### src/rtl/sreg_pkg.sv
package sreg_pkg;

   // Events extracted from the oversampled bus, one system clock wide
   typedef struct packed {
      logic sda;    // synchronized data level
      logic rise;   // clock rising edge
      logic fall;   // clock falling edge
      logic start;  // data fell while clock high
      logic stop;   // data rose while clock high
   } bus_evt_t;

   typedef enum logic [3:0] {
      S_IDLE,
      S_HDR,    // receiving address + direction byte
      S_HACK,   // acknowledging header
      S_PTR,    // receiving pointer byte
      S_PACK,   // acknowledging pointer
      S_WDAT,   // receiving write data
      S_WACK,   // acknowledging write data
      S_TX,     // transmitting read data
      S_MACK,   // sampling master acknowledge
      S_IGN     // not addressed / finished, wait for start or stop
   } link_state_t;

endpackage

### src/rtl/sreg_sampler.sv
module sreg_sampler
   import sreg_pkg::*;
#(
   parameter int SYNC_STAGES = 2
) (
   input  logic     clk,
   input  logic     rst_n,
   input  logic     scl_i,
   input  logic     sda_i,
   output bus_evt_t evt
);

   generate
      if (SYNC_STAGES < 2) begin : g_chk_sync
         $error("SYNC_STAGES must be at least 2");
      end
   endgenerate

   logic [SYNC_STAGES-1:0] scl_q, sda_q;
   logic                   scl_prev, sda_prev;
   logic                   scl_s, sda_s;

   // idle bus is high, so reset to 1 to avoid a phantom start
   always_ff @(posedge clk or negedge rst_n) begin
      if (!rst_n) begin
         scl_q    <= '1;
         sda_q    <= '1;
         scl_prev <= 1'b1;
         sda_prev <= 1'b1;
      end else begin
         scl_q    <= {scl_q[SYNC_STAGES-2:0], scl_i};
         sda_q    <= {sda_q[SYNC_STAGES-2:0], sda_i};
         scl_prev <= scl_s;
         sda_prev <= sda_s;
      end
   end

   assign scl_s = scl_q[SYNC_STAGES-1];
   assign sda_s = sda_q[SYNC_STAGES-1];

   always_comb begin
      evt.sda   = sda_s;
      evt.rise  = scl_s & ~scl_prev;
      evt.fall  = ~scl_s & scl_prev;
      evt.start = scl_s & scl_prev & sda_prev & ~sda_s;
      evt.stop  = scl_s & scl_prev & ~sda_prev & sda_s;
   end

endmodule

### src/rtl/sreg_regfile.sv
module sreg_regfile #(
   parameter int PTR_W  = 8,
   parameter int DATA_W = 8
) (
   input  logic              clk,
   input  logic              rst_n,
   input  logic              we,
   input  logic [PTR_W-1:0]  addr,
   input  logic [DATA_W-1:0] wdata,
   output logic [DATA_W-1:0] rdata
);

   localparam int DEPTH = 1 << PTR_W;

   generate
      if (DEPTH > 4096) begin : g_chk_depth
         $error("register file too deep for flop storage");
      end
   endgenerate

   logic [DATA_W-1:0] mem [DEPTH];

   always_ff @(posedge clk or negedge rst_n) begin
      if (!rst_n) begin
         for (int i = 0; i < DEPTH; i++) mem[i] <= '0;
      end else if (we) begin
         mem[addr] <= wdata;
      end
   end

   assign rdata = mem[addr];

   // a strobed byte is present at its location on the next clock
   p_write_lands_r5: assert property (@(posedge clk) disable iff (!rst_n)
      we |=> mem[$past(addr)] == $past(wdata));

endmodule

### src/rtl/sreg_engine.sv
module sreg_engine
   import sreg_pkg::*;
#(
   parameter int         PTR_W    = 8,
   parameter int         DATA_W   = 8,
   parameter logic [6:0] DEV_ADDR = 7'h69
) (
   input  logic              clk,
   input  logic              rst_n,
   input  bus_evt_t          evt,
   input  logic [DATA_W-1:0] rd_data,
   output logic [PTR_W-1:0]  ptr_o,
   output logic              wr_en,
   output logic [DATA_W-1:0] wr_data,
   output logic              sda_oe
);

   localparam int                CNT_W    = $clog2(DATA_W + 1);
   localparam logic [CNT_W-1:0]  LAST_BIT = CNT_W'(DATA_W);
   localparam logic [CNT_W-1:0]  CNT_ONE  = CNT_W'(1);
   localparam logic [PTR_W-1:0]  PTR_ONE  = PTR_W'(1);

   generate
      if (DATA_W != 8) begin : g_chk_data
         $error("bus protocol carries 8-bit bytes only");
      end
      if (PTR_W < 1 || PTR_W > DATA_W) begin : g_chk_ptr
         $error("pointer must fit in one byte");
      end
   endgenerate

   link_state_t       state;
   logic [CNT_W-1:0]  cnt;
   logic [DATA_W-1:0] rx_sh, tx_sh;
   logic [PTR_W-1:0]  ptr;
   logic              rw, mack;

   wire byte_done = evt.fall && (cnt == LAST_BIT);

   always_ff @(posedge clk or negedge rst_n) begin
      if (!rst_n) begin
         state  <= S_IDLE;
         cnt    <= '0;
         rx_sh  <= '0;
         tx_sh  <= '0;
         ptr    <= '0;
         rw     <= 1'b0;
         mack   <= 1'b0;
         sda_oe <= 1'b0;
      end else if (evt.stop) begin
         state  <= S_IDLE;
         cnt    <= '0;
         sda_oe <= 1'b0;
      end else if (evt.start) begin
         state  <= S_HDR;
         cnt    <= '0;
         sda_oe <= 1'b0;
      end else begin
         case (state)
            S_HDR, S_PTR, S_WDAT: begin
               if (evt.rise) begin
                  rx_sh <= {rx_sh[DATA_W-2:0], evt.sda};
                  cnt   <= cnt + CNT_ONE;
               end else if (byte_done) begin
                  cnt <= '0;
                  if (state == S_HDR) begin
                     if (rx_sh[7:1] == DEV_ADDR) begin
                        sda_oe <= 1'b1;
                        rw     <= rx_sh[0];
                        state  <= S_HACK;
                     end else begin
                        state  <= S_IGN;
                     end
                  end else if (state == S_PTR) begin
                     ptr    <= rx_sh[PTR_W-1:0];
                     sda_oe <= 1'b1;
                     state  <= S_PACK;
                  end else begin
                     ptr    <= ptr + PTR_ONE;
                     sda_oe <= 1'b1;
                     state  <= S_WACK;
                  end
               end
            end
            S_HACK, S_PACK, S_WACK: begin
               if (evt.fall) begin
                  if (state == S_HACK && rw) begin
                     tx_sh  <= rd_data;
                     sda_oe <= ~rd_data[DATA_W-1];
                     ptr    <= ptr + PTR_ONE;
                     state  <= S_TX;
                  end else begin
                     sda_oe <= 1'b0;
                     state  <= (state == S_HACK) ? S_PTR : S_WDAT;
                  end
               end
            end
            S_TX: begin
               if (evt.rise) begin
                  cnt <= cnt + CNT_ONE;
               end else if (byte_done) begin
                  cnt    <= '0;
                  sda_oe <= 1'b0;
                  state  <= S_MACK;
               end else if (evt.fall) begin
                  tx_sh  <= {tx_sh[DATA_W-2:0], 1'b0};
                  sda_oe <= ~tx_sh[DATA_W-2];
               end
            end
            S_MACK: begin
               if (evt.rise) begin
                  mack <= ~evt.sda;
               end else if (evt.fall) begin
                  if (mack) begin
                     tx_sh  <= rd_data;
                     sda_oe <= ~rd_data[DATA_W-1];
                     ptr    <= ptr + PTR_ONE;
                     state  <= S_TX;
                  end else begin
                     state  <= S_IGN;
                  end
               end
            end
            default: ;
         endcase
      end
   end

   assign wr_en   = (state == S_WDAT) && byte_done;
   assign wr_data = rx_sh;
   assign ptr_o   = ptr;

   // a start always lands in header reception
   p_start_to_hdr_r2: assert property (@(posedge clk) disable iff (!rst_n)
      evt.start |=> (state == S_HDR));

   // a stop always releases the line and idles
   p_stop_release_r2: assert property (@(posedge clk) disable iff (!rst_n)
      evt.stop |=> (state == S_IDLE) && !sda_oe);

   // an unaddressed slave keeps off the line
   p_ign_quiet_r3: assert property (@(posedge clk) disable iff (!rst_n)
      (state == S_IGN) |-> !sda_oe);

   // each stored byte advances the pointer by one (R6 wraps modulo)
   p_ptr_step_r5: assert property (@(posedge clk) disable iff (!rst_n)
      wr_en |=> ptr == $past(ptr) + PTR_ONE);

   // the pull-down only moves after a clock fall or a start/stop
   p_oe_after_fall_r10: assert property (@(posedge clk) disable iff (!rst_n)
      !$stable(sda_oe) |-> $past(evt.fall || evt.start || evt.stop));

endmodule

### src/rtl/sreg_slave.sv
module sreg_slave
   import sreg_pkg::*;
#(
   parameter int         SYNC_STAGES = 2,
   parameter int         PTR_W       = 8,
   parameter int         DATA_W      = 8,
   parameter logic [6:0] DEV_ADDR    = 7'h69
) (
   input  logic clk,
   input  logic rst_n,
   input  logic scl_i,
   input  logic sda_i,
   output logic sda_oe_o
);

   bus_evt_t          evt;
   logic [PTR_W-1:0]  ptr;
   logic              wr_en;
   logic [DATA_W-1:0] wr_data, rd_data;

   sreg_sampler #(
      .SYNC_STAGES(SYNC_STAGES)
   ) u_sampler (
      .clk   (clk),
      .rst_n (rst_n),
      .scl_i (scl_i),
      .sda_i (sda_i),
      .evt   (evt)
   );

   sreg_engine #(
      .PTR_W    (PTR_W),
      .DATA_W   (DATA_W),
      .DEV_ADDR (DEV_ADDR)
   ) u_engine (
      .clk     (clk),
      .rst_n   (rst_n),
      .evt     (evt),
      .rd_data (rd_data),
      .ptr_o   (ptr),
      .wr_en   (wr_en),
      .wr_data (wr_data),
      .sda_oe  (sda_oe_o)
   );

   sreg_regfile #(
      .PTR_W  (PTR_W),
      .DATA_W (DATA_W)
   ) u_regs (
      .clk   (clk),
      .rst_n (rst_n),
      .we    (wr_en),
      .addr  (ptr),
      .wdata (wr_data),
      .rdata (rd_data)
   );

endmodule

### config.mk
export PLATFORM = sky130hd
export DESIGN_NAME = sreg_slave
export DESIGN_NICKNAME = d
export VERILOG_FILES = /design/src/rtl/sreg_pkg.sv /design/src/rtl/sreg_sampler.sv /design/src/rtl/sreg_regfile.sv /design/src/rtl/sreg_engine.sv /design/src/rtl/sreg_slave.sv
export SDC_FILE = /design/constraint.sdc
export NUM_CORES = 2
export LEC_CHECK = 0
export ABC_CLOCK_PERIOD_IN_PS = 3950
export BUFFER_PORTS_ARGS = -buffer_cell sky130_fd_sc_hd__buf_2
export CAP_MARGIN = 40
export CORE_ASPECT_RATIO = 1.5
export CORE_UTILIZATION = 45
export CTS_BUF_LIST = sky130_fd_sc_hd__clkbuf_8
export CTS_CLUSTER_DIAMETER = 100
export DETAILED_ROUTE_END_ITERATION = 8
export PLACE_DENSITY = 0.68
export SETUP_SLACK_MARGIN = 0.05
export SYNTH_ARGS = -nofsm -noshare
export SYNTH_HDL_FRONTEND = slang
export SYNTH_SLANG_ARGS = --single-unit
### constraint.sdc
create_clock -name clk -period 3.95 [get_ports clk]
set_input_delay 0.1975 -clock clk [delete_from_list [all_inputs] [get_ports clk]]
set_output_delay 0.1975 -clock clk [all_outputs]
set_load 0.01 [all_outputs]
==> impl_metrics.json <==
{
  "synthXorXnorAreaFrac_pct": 0.0183,
  "power_report.internal_total_mw": 35.7,
  "grt_setup_unrepaired": "no",
  "post_dp_cell_area_um2": 101000,
  "grt_overflow": 0,
  "synth-adder-area-share_pct": 0.0784,
  "cp_common_cell": "sky130_fd_sc_hd__buf_4",
  "hold-path-endpoint": "u_sampler.scl_q[1]",
  "r2r-start": "u_engine.ptr_o[0]",
  "timing_worst_setup_path_type": "register to register",
  "syn-cell-area_um2": 95800,
  "final_hold_viol_count": 0,
  "timing.max_slew.rel_slack_pct": 17.9,
  "postSynthAreaPerCell_um2": 15.2,
  "antenna_found_initial": 4,
  "max_slew.worst_pin.slew_ps": 1230,
  "timing.critical_path.required_ps": 4760,
  "yosys_register_bits": 2088,
  "cts.sink_count": 2088,
  "ant_nets": 0,
  "netSwitchingPower_mw": 18.8,
  "floorplan.core_area_um2": 212000,
  "synth-async-reset-ratio_pct": 100,
  "hold_path_depth": 0,
  "cap_viol_max_count": 0,
  "first_global_vias": 61400,
  "detail_route.iter0.violations": 4573,
  "pwr-share-comb_pct": 25.5,
  "initial_utilization_pct": 45.3,
  "max_clock_freq_mhz": 263,
  "timing.critical_path.to_type": "register",
  "worst_setup_path_start_kind": "register",
  "worst_hold_startpoint": "u_sampler.scl_q[0]",
  "vdd_ir_drop_max_uv": 459,
  "area_growth_syn_to_layout_pct": 12.5,
  "maxSlewViolCount": 0,
  "synthesis.instances": 6299,
  "fp.dieArea_um2": 215000,
  "synth_compound_area_share_pct": 3.04,
  "synth-simple-area-share_pct": 3.67,
  "final_setup_violation_count": 0,
  "cts_tree": "done",
  "clock_tree.buffer_depth": 4,
  "count_of_pins_on_the_block_boundary": 5,
  "worst_path_dominant_cell_family": "compound AO/OA/AOI/OAI gates",
  "detail_route.wl_per_cell_um": 29.0,
  "reg2reg_depth": 12,
  "cell_at_the_slowest_stage_of_the_critical_path": "sky130_fd_sc_hd__o21ai_0",
  "grt_max_degree": 191,
  "synth_top_family_by_area": "multiplexers",
  "ctsRootBufferMaster": "sky130_fd_sc_hd__clkbuf_8",
  "detailedPlacementHpwl_um": 182000,
  "power_density_nw_per_um2": 506,
  "drc": 0,
  "time_the_worst_path_needs_with_i_o_delays_and_setup_ps": 3800,
  "cts-buffers-inserted": 316,
  "total_wire_length_um": 278000,
  "port_buffers": 4,
  "power_frac_clock_pct": 33.9,
  "synth.yosys.warnings": 0,
  "final_nets": 6555,
  "htree_levels": 5,
  "seq_total_area_yosys_pct": 54.6,
  "reg2reg_slack_ps": 150,
  "cp_num_buf_inv": 5,
  "run_status": "complete, no violations",
  "fill_cells": 17600,
  "worstReg2RegEnd": "u_engine.tx_sh[1]",
  "clk_pin_slew_ps": 70,
  "post_syn_nets": 6309,
  "grt_use_total_pct": 26.2,
  "pre_cts_slack_ps": -60.0,
  "rows": 207,
  "timing.final.ws_setup_ps": 151,
  "power_switching_share_pct": 34.5,
  "vias": 58200,
  "lkg_pwr_nw": 52.3,
  "summed_negative_setup_slack_over_all_endpoints_ps": 0,
  "seqPwrFrac_pct": 40.6,
  "crit_path_max_incr_delay_ps": 610,
  "routabilityCongestion": 0.951,
  "worst_skew_pair.late_latency_ps": 980,
  "path_max_fanout": 23,
  "detailedRoute.firstPassIterationCount": 6,
  "global_route_wire_length_before_repair_um": 417000,
  "multiplexer_area_fraction_after_synthesis_pct": 36.5,
  "layout-drive-gt1-share_pct": 50.4,
  "dominantRegCellSynth": "sky130_fd_sc_hd__dfrtp_1",
  "critical_path.cell_chain": "buf_12 > buf_12 > nor2b_4 > buf_4 > buf_4 > a22oi_1 > a22oi_1 > o211ai_1 > o21ai_0 > buf_4 > nor4b_1 > a21oi_1",
  "worst_ep_arrival_time_ps": 4610,
  "finalInstanceArea_um2": 108000,
  "die_height_um": 567,
  "hold_slack_ps": 362,
  "synth-edff-count": 0,
  "die_width_um": 379,
  "detail_route.vias_per_cell": 6.06,
  "worst_clock_skew_ps": 51.8,
  "synth_cell_type_count": 79,
  "timing.final.crit_share_pct": 96.2,
  "worst_hold_path_type": "register to register"
}
sequential cells by signal (all words and copies together), names as in the netlist:
register,count
u_regs.mem,2048
u_engine.ptr_o,8
u_engine.wr_data,8
u_engine.tx_sh,7
u_engine.cnt,4
u_engine.state,4
u_sampler.scl_q,2
u_sampler.sda_q,2
u_engine.mack,1
u_engine.rw,1
u_engine.sda_oe,1
u_sampler.scl_prev,1
u_sampler.sda_prev,1
worst max-delay path by stage:
stage / startpoint / to / slack [ps] / cells past startpoint
finish: u_engine.ptr_o[0] / u_engine.tx_sh[1] / 150 / 12
global route: u_engine.ptr_o[0] / u_engine.tx_sh[1] / 140 / 12
CTS: u_engine.ptr_o[0] / u_engine.sda_oe / 100 / 11
detailed placement: u_engine.ptr_o[0] / u_engine.tx_sh[2] / -60 / 12
global placement: u_engine.ptr_o[0] / u_engine.tx_sh[2] / -320 / 11
floorplan: u_engine.ptr_o[0] / u_regs.mem[584] / 500 / 12
logic make-up after synthesis:
group,Yosys count
AO/OA/AOI/OAI,433
XOR/XNOR,2
adder cells (fa/ha/maj),6
buffers and inverters,482
flip-flops,2088
multiplexers,2630
AND/OR/NAND/NOR,658
routing by layer:
metal | up-vias | part of all wire, % | GRT usage [%]
met5 | - | 0 | 0
li1 | 24000 | - | -
met4 | 0 | 6.2 | 14.7
met2 | 1946 | 50 | 43.2
met3 | 690 | 5.6 | 4.51
met1 | 31600 | 38 | 32.6
synthesized netlist by cell type, types with 4 or more instances:
cell,instances,area (um2)
sky130_fd_sc_hd__dfrtp_1,2082,52100
sky130_fd_sc_hd__mux2_2,1934,21800
sky130_fd_sc_hd__mux4_2,491,11100
sky130_fd_sc_hd__clkbuf_1,310,1160
sky130_fd_sc_hd__nand2_1,308,1160
sky130_fd_sc_hd__mux2i_1,160,1600
sky130_fd_sc_hd__o21ai_0,137,686
sky130_fd_sc_hd__buf_2,121,606
sky130_fd_sc_hd__a22oi_1,95,713
sky130_fd_sc_hd__nor2_1,92,345
sky130_fd_sc_hd__nor2_2,56,350
sky130_fd_sc_hd__mux2_1,45,507
sky130_fd_sc_hd__a21oi_1,36,180
sky130_fd_sc_hd__nand3_1,35,175
sky130_fd_sc_hd__nor2_8,30,601
sky130_fd_sc_hd__nor3_1,30,150
sky130_fd_sc_hd__a22o_1,25,219
sky130_fd_sc_hd__buf_1,24,90.1
sky130_fd_sc_hd__a221oi_1,22,193
sky130_fd_sc_hd__o22ai_1,21,131
sky130_fd_sc_hd__and2_1,15,93.8
sky130_fd_sc_hd__and3_1,14,87.6
sky130_fd_sc_hd__nor2b_1,14,87.6
sky130_fd_sc_hd__a211oi_1,13,97.6
sky130_fd_sc_hd__buf_4,12,90.1
sky130_fd_sc_hd__a31oi_1,11,68.8
sky130_fd_sc_hd__nand2_2,11,68.8
sky130_fd_sc_hd__or3_1,11,68.8
sky130_fd_sc_hd__inv_1,10,37.5
sky130_fd_sc_hd__o211ai_1,10,75.1
sky130_fd_sc_hd__a2111oi_0,8,70.1
sky130_fd_sc_hd__nand2b_1,8,50.1
sky130_fd_sc_hd__dfstp_2,6,158
sky130_fd_sc_hd__ha_1,6,75.1
sky130_fd_sc_hd__o221ai_1,6,52.6
sky130_fd_sc_hd__a32oi_1,5,43.8
sky130_fd_sc_hd__nand3b_1,5,37.5
sky130_fd_sc_hd__o22a_1,5,43.8
sky130_fd_sc_hd__a2bb2oi_1,4,35.0
sky130_fd_sc_hd__a41oi_1,4,35.0
sky130_fd_sc_hd__nor4_1,4,25.0
sky130_fd_sc_hd__o311ai_0,4,35.0
layout by cell type, fill, tap and decap left out, types with 88 or more instances in the layout:
cell and count:
sky130_fd_sc_hd__mux4_2 491, sky130_fd_sc_hd__clkbuf_8 410, sky130_fd_sc_hd__nor2_1 88, sky130_fd_sc_hd__mux2_2 1934
sky130_fd_sc_hd__mux2i_1 160, sky130_fd_sc_hd__a22oi_1 95, sky130_fd_sc_hd__o21ai_0 137, sky130_fd_sc_hd__inv_1 102
sky130_fd_sc_hd__dfrtp_1 2070, sky130_fd_sc_hd__buf_4 321, sky130_fd_sc_hd__nand2_1 308
layout make-up:
class	count	area, um2	area share (%)
clock inverters	146	893	0.829
inverters	12	50.0	0.0464
multi-input cells	3729	41500	38.5
clock buffers	410	5640	5.24
diodes	8	20.0	0.0186
flip-flops and latches	2088	52300	48.5
well taps	2821	3530	3.28
repair buffers	398	3790	3.52
what timing repair did:
item,4_1_cts,5_1_grt
endpoints found under the setup margin,2,3
hold buffers,7,0
pin swaps,0,0
resized for setup,1,0
endpoints found under the hold margin,351,0
setup buffers,1,6
power by group through the flow:
stage / Sequential, mW / Clock, mW / Combinational (mW)
floorplan: 22.0 / 0 / 7.94
CTS: 22.2 / 18.9 / 13.7
global route: 22.1 / 19.8 / 14.4
detailed placement: 22.6 / 0 / 13.6
finish: 22.1 / 18.5 / 13.9
global placement: 22.6 / 0 / 13.4
metrics by stage:
| step | cells | power, mW | utilization (%) |
|---|---|---|---|
| 2_1_floorplan | 6299 | 29.9 | - |
| 3_3_place_gp | 9022 | 36.0 | 47.7 |
| 3_5_place_dp | 9031 | 36.2 | 47.7 |
| 4_1_cts | 9595 | 54.7 | 50.9 |
| 5_1_grt | 9607 | 56.3 | 50.9 |
| 6_report | 9612 | 54.6 | 50.9 |
Note: power is estimated with default switching activity, not from simulation.
